$ cat src/rtl/bitser_cs_mul_pkg.sv
package bitser_cs_mul_pkg;

  typedef struct packed {
    logic s;
    logic c;
  } add_res_t;

  function automatic add_res_t half_add(input logic a, input logic b);
    add_res_t r;
    r.s = a ^ b;
    r.c = a & b;
    return r;
  endfunction

  function automatic add_res_t full_add(input logic a, input logic b, input logic d);
    add_res_t r;
    r.s = a ^ b ^ d;
    r.c = (a & b) | (a & d) | (b & d);
    return r;
  endfunction

endpackage

$ cat src/rtl/bitser_cs_state.sv
module bitser_cs_state #(
  parameter int W = 4
) (
  input  logic         clk,
  input  logic         rst,
  input  logic [W-1:0] nxt_s_i,
  input  logic [W-1:0] nxt_c_i,
  output logic [W-1:0] st_s_o,
  output logic [W-1:0] st_c_o
);
  always_ff @(posedge clk) begin
    if (rst) begin
      st_s_o <= '0;
      st_c_o <= '0;
    end else begin
      st_s_o <= nxt_s_i;
      st_c_o <= nxt_c_i;
    end
  end
endmodule

$ cat src/rtl/bitser_cs_gate.sv
module bitser_cs_gate #(
  parameter int W = 4
) (
  input  logic         load_i,
  input  logic         xbit_i,
  input  logic [W-1:0] st_s_i,
  input  logic [W-1:0] st_c_i,
  input  logic [W-1:0] cand_s_i,
  input  logic [W-1:0] cand_c_i,
  output logic [W-1:0] acc_s_o,
  output logic [W-1:0] acc_c_o,
  output logic [W-1:0] add_s_o,
  output logic [W-1:0] add_c_o
);
  always_comb begin
    acc_s_o = load_i ? '0 : st_s_i;
    acc_c_o = load_i ? '0 : st_c_i;
    add_s_o = xbit_i ? cand_s_i : '0;
    add_c_o = xbit_i ? cand_c_i : '0;
  end
endmodule

$ cat src/rtl/bitser_cs_net.sv
module bitser_cs_net
  import bitser_cs_mul_pkg::*;
#(
  parameter int R = 3,
  localparam int W = R + 1
) (
  input  logic [W-1:0] acc_s_i,
  input  logic [W-1:0] acc_c_i,
  input  logic [W-1:0] add_s_i,
  input  logic [W-1:0] add_c_i,
  output logic         bit_o,
  output logic [W-1:0] nxt_s_o,
  output logic [W-1:0] nxt_c_o
);
  logic [R-1:0] row_s;
  logic [W-1:0] row_c;
  add_res_t     ha;
  add_res_t     top;

  always_comb begin
    ha       = half_add(acc_s_i[0], add_s_i[0]);
    bit_o    = ha.s;
    row_c[0] = ha.c;
  end

  for (genvar i = 0; i < R; i++) begin : g_row
    add_res_t r1;
    add_res_t r2;
    always_comb begin
      r1           = full_add(acc_s_i[i+1], acc_c_i[i], add_s_i[i+1]);
      row_s[i]     = r1.s;
      row_c[i+1]   = r1.c;
      r2           = full_add(add_c_i[i], row_s[i], row_c[i]);
      nxt_s_o[i]   = r2.s;
      nxt_c_o[i]   = r2.c;
    end
  end

  always_comb begin
    top        = full_add(add_c_i[R], acc_c_i[R], row_c[R]);
    nxt_s_o[R] = top.s;
    nxt_c_o[R] = top.c;
  end
endmodule

$ cat src/rtl/bitser_cs_mul.sv
module bitser_cs_mul #(
  parameter int R = 3,
  localparam int W = R + 1
) (
  input  logic         clk,
  input  logic         rst,
  input  logic         load_i,
  input  logic         xbit_i,
  input  logic [W-1:0] cand_s_i,
  input  logic [W-1:0] cand_c_i,
  output logic         prod_bit_o,
  output logic [W-1:0] acc_s_o,
  output logic [W-1:0] acc_c_o
);
  logic [W-1:0] st_s, st_c;
  logic [W-1:0] cur_s, cur_c;
  logic [W-1:0] gat_s, gat_c;
  logic [W-1:0] nxt_s, nxt_c;

  bitser_cs_state #(.W(W)) u_state (
    .clk(clk), .rst(rst),
    .nxt_s_i(nxt_s), .nxt_c_i(nxt_c),
    .st_s_o(st_s), .st_c_o(st_c)
  );

  bitser_cs_gate #(.W(W)) u_gate (
    .load_i(load_i), .xbit_i(xbit_i),
    .st_s_i(st_s), .st_c_i(st_c),
    .cand_s_i(cand_s_i), .cand_c_i(cand_c_i),
    .acc_s_o(cur_s), .acc_c_o(cur_c),
    .add_s_o(gat_s), .add_c_o(gat_c)
  );

  bitser_cs_net #(.R(R)) u_net (
    .acc_s_i(cur_s), .acc_c_i(cur_c),
    .add_s_i(gat_s), .add_c_i(gat_c),
    .bit_o(prod_bit_o),
    .nxt_s_o(nxt_s), .nxt_c_o(nxt_c)
  );

  assign acc_s_o = nxt_s;
  assign acc_c_o = nxt_c;
endmodule

$ cat config.mk
export PLATFORM = sky130hd
export DESIGN_NAME = bitser_cs_mul
export DESIGN_NICKNAME = d
export VERILOG_FILES = /design/src/rtl/bitser_cs_mul_pkg.sv /design/src/rtl/bitser_cs_state.sv /design/src/rtl/bitser_cs_gate.sv /design/src/rtl/bitser_cs_net.sv /design/src/rtl/bitser_cs_mul.sv
export SDC_FILE = /design/constraint.sdc
export NUM_CORES = 1
export LEC_CHECK = 0
export ABC_AREA = 1
export BUFFER_PORTS_ARGS = -buffer_cell sky130_fd_sc_hd__buf_4
export CAP_MARGIN = 15
export CORE_MARGIN = 3
export CORE_UTILIZATION = 41
export DETAILED_ROUTE_END_ITERATION = 6
export PLACE_DENSITY = 0.71
export SLEW_MARGIN = 0
export SYNTH_ARGS = -nofsm -noshare
export SYNTH_HDL_FRONTEND = slang
export SYNTH_SLANG_ARGS = --single-unit
$ cat constraint.sdc
create_clock -name clk -period 3.2 [get_ports clk]
set_clock_uncertainty 0.05 [all_clocks]
set_input_delay 0.96 -clock clk [delete_from_list [all_inputs] [get_ports clk]]
set_output_delay 0.96 -clock clk [all_outputs]
set_load 0.05 [all_outputs]
# Yosys cells after proc, flatten, opt, wreduce, memory -nomap -nowiden
# Cells that the tools add are included.
# word_totals
wordCells	57
ramBits	0
input_bits	12
regBits	8
output_inout_bits	9
mem_count	0
latchBits	0
rom_bits	0
# op_classes
add_sub_neg	0
multipliers	0
n_div	0
reduce_logical	0
bitwise_logic	51
n_shift	0
muxes	4
n_eq_ne	0
order_cmp	0
# op_table
op	n
$and 1x1->1	22
$mux 4	4
$xor 1x1->1	15
$or 1x1->1	14

# Depth between registers and ports, before layout
# logic_depth
word_depth	7
depth_mapped	7
mapped_depth_nobuf	6

# Hierarchy
# Synthesis repeated with hierarchy kept, for this count alone.
# hier_totals
cells_unflattened	72
hier_area_um2	566.8
# by_module_without_submodules
mod	cells_per_inst	instances	seq_area_each_um2	area_each_um2
bitser_cs_state	25	1	160.2	231.5
bitser_cs_net	13	1	0.0	171.4
bitser_cs_gate	34	1	0.0	163.9

# Worst setup path before layout
# Ideal clock, no wire load.
# synth_timing
kind	input-to-output
start	in load_i
end	out acc_s_o[0]
required_time_ns	2.190
arrival_time_ns	2.491
stages	4
path_buffers	1
setup_slack_ns	-0.301
cell_sequence	buf_6 nor2_2 fa_1 fa_1
# synth_between
elab_chain_cells	5
word_cells_on_any_way	7
cone_classes	2 x mux; 5 x bitwise
# synth_lines
element	line	source
from (decl)	bitser_cs_mul.sv:7	input logic load_i,
$mux 4 (on tied branches)	bitser_cs_gate.sv:16, bitser_cs_gate.sv:17	
$xor 1x1->1 (3 in series)	bitser_cs_mul_pkg.sv:17	r.s = a ^ b ^ d;
$xor 1x1->1 *	bitser_cs_mul_pkg.sv:17	
to (decl)	bitser_cs_mul.sv:12	output logic [W-1:0] acc_s_o,
# Every way passes the cells marked *; elsewhere a longest branch is shown, timed or not.

# Worst setup path in the final report
# layout_timing
start	in xbit_i
end	out acc_s_o[0]
# layout_between
elab_chain_cells	4
word_cells_on_any_way	6
cone_classes	2 x mux; 4 x bitwise
# layout_lines
element	line	source
from (decl)	bitser_cs_mul.sv:8	input logic xbit_i,
$mux 4	bitser_cs_gate.sv:18	add_s_o = xbit_i ? cand_s_i : '0;
$xor 1x1->1 (2 in series)	bitser_cs_mul_pkg.sv:17	
$xor 1x1->1 *	bitser_cs_mul_pkg.sv:17	
# Marks and branches as above.

==> impl_metrics.yaml <==
run_status:
  run_status: "complete, but fails checks"
  violations: "negative setup slack"
clocking:
  clock_path_buffers: 2
  cts_buffers: 3
  clk_pin_slew_ps: 50
  cts_root_buffer: "clkbuf_4"
  h-tree-depth: 1
  tritoncts: "yes"
  insertion_delay_ps: 260
  hold_buffers: 0
  cts.sinks: 8
timing:
  report.final.slew_viol_count: 0
  rsz0062_at_grt: "true"
  fmax_ghz: 0.297
  setup_viol: 4
  fin_setup_tns_ps: -534
  worstMarginPinSlew_ps: 146
  finalCriticalPeriod_ps: 3370
  relSlewSlack: 0.903
  hold_violations: 0
  holdWs_ps: 721
  period_share: 1.05
  fin_ws_ps: -170
drt:
  via_per_inst: 4.20
  firstDrtPassIters: 1
  drt_iter0_drc: 0
  ant_nets: 0
  route.detailed.drc: 0
  wl_per_cell_um: 9.89
  vias: 445
  wl_mm: 1.05
global_routing:
  grt_pass1_vias: 437
  antenna_found_initial: 0
  grt_usage: 0.137
  grt_pass1_wl_mm: 1.77
  grt_max_degree: 9
  grt_overflow: 0
cells_and_area:
  fill_cells: 108
  areaGrowthSynthToFinish_pct: 55.3
  final_layout_size_suffix_gt1_frac: 0.511
  nets: 114
  instances_no_fill: 106
  antenna_cells: 0
  stdcell_area_um2: 861
worst_setup_path:
  critical_path.endpoint_type: "primary output"
  cp.required_ps: 2190
  critPathMaxFanout: 6
  worstSetupStartpointType: "primary input"
  path_class: "primary input to primary output"
  crit_arrival_ps: 2360
synth:
  synth.avg_cell_area_um2: 8.27
  synth.yosys.seq_area_share: 0.289
  synth.area.top_cells: "dfxtp_1 29%, fa_1 25%, inv_1 16%, nor2_2 9.0%, buf_6 6.1%"
  yosysTopAreaCell: "dfxtp_1"
  syn_area_um2: 554
  synth-seq-cells: 8
  syn_nets: 87
  syn_inst: 67
  yosys_warnings: 0
  synth.distinct_cells: 9
  yosysTopAreaCellShare: 0.289
pwr:
  peakVddDrop_v: 0.000368
  p_leak_nw: 0.437
  power.density_mw_per_mm2: 404
  finalPower_mw: 0.348
job:
  max_cap_violations: 0
placement:
  dpl_cell_area_um2: 723
  place_inst: 101
  dp_hpwl_um: 802
  portBuffers: 20
  gp_congestion: 0.731
floorplan:
  rows: 12
  die_w_um: 42.8
  core_mm2: 0.00119
  die_y_um: 42.8
  initial_core_util: 0.467
  ios: 21
  die-area_mm2: 0.00183
worst_hold_path:
  hold_path_class: "flip-flop to flip-flop"
==> final cells by class <==
class / instances / area, µm² / share of cell area
multi-input cells: 32 / 318 / 0.369
repair buffers: 25 / 253 / 0.294
flip-flops and latches: 8 / 160 / 0.186
inverters: 24 / 90.1 / 0.105
clock buffers: 3 / 22.5 / 0.0262
well taps: 14 / 17.5 / 0.0203
==> metal layers <==
| metal | up-vias | GRT usage | routed length [µm] |
|---|---|---|---|
| met5 | - | 0 | 0 |
| met4 | 0 | 0.112 | 38 |
| met3 | 4 | 0.0424 | 92 |
| met2 | 18 | 0.210 | 545 |
| li1 | 227 | - | - |
| met1 | 196 | 0.154 | 373 |
==> sequential cells by signal, summed over array words and instances (netlist names) <==
signal and flops:
u_state.st_c_o 4, u_state.st_s_o 4
==> timing repair <==
action	4_1_cts	5_1_grt
endpoints found under the setup margin	7	7
pin swaps	5	2
hold endpoints to repair	0	0
buffers inserted	1	1
gates resized for setup	21	6
==> stage by stage <==
stage | setup slack (ps) | util
detailed placement | -241 | 0.610
finish | -170 | 0.726
CTS | -213 | 0.697
global route | -213 | 0.726
floorplan | -146 | -
global placement | -233 | 0.610
==> path summary, 6_finish.rpt <==
path                                                     end  cells past startpoint                    startpoint  slack [ps]
worst max-delay path                              acc_s_o[0]                      6                        xbit_i        -170
worst min-delay path            u_state.st_c_o[3]$_SDFF_PP0_                      5  u_state.st_c_o[3]$_SDFF_PP0_         720
worst max register to register  u_state.st_c_o[2]$_SDFF_PP0_                      8  u_state.st_s_o[2]$_SDFF_PP0_        1440
worst min register to register  u_state.st_c_o[3]$_SDFF_PP0_                      5  u_state.st_c_o[3]$_SDFF_PP0_         720
==> layout by cell type (no fill, tap or decap), drive strengths merged <==
master / count
fa: 7
clkbuf: 3
inv: 24
nor2: 16
nand2: 8
ha: 1
buf: 25
dfxtp: 8
==> worst max-delay path: stages <==
cell     delay [ps]
buf_8           110
nand2_2          60
inv_2            30
fa_1            470
fa_2            570
buf_8           150
==> cell usage after synthesis <==
| library cell | number |
|---|---|
| nor2_1 | 7 |
| inv_1 | 24 |
| nor2_4 | 1 |
| fa_1 | 7 |
| dfxtp_1 | 8 |
| nor2_2 | 8 |
| ha_1 | 1 |
| buf_6 | 3 |
| nand2_1 | 8 |
==> power breakdown <==
| part | leakage (nW) | internal [mW] | switching, mW |
|---|---|---|---|
| clock | 0.0138 | 0.0431 | 0.0366 |
| sequential | 0.0655 | 0.107 | 0.00155 |
| combinational | 0.358 | 0.0681 | 0.0916 |
==> cells by family (layout without fill, tap and decap cells) <==
logic type / count (synthesis) / in the layout / synth area share
adders and majority gates: 8 / 8 / 0.275
and+or+nand+nor: 24 / 24 / 0.212
buffers and inverters: 27 / 52 / 0.223
DFF: 8 / 8 / 0.289
Power figures use the tool's default switching activity.
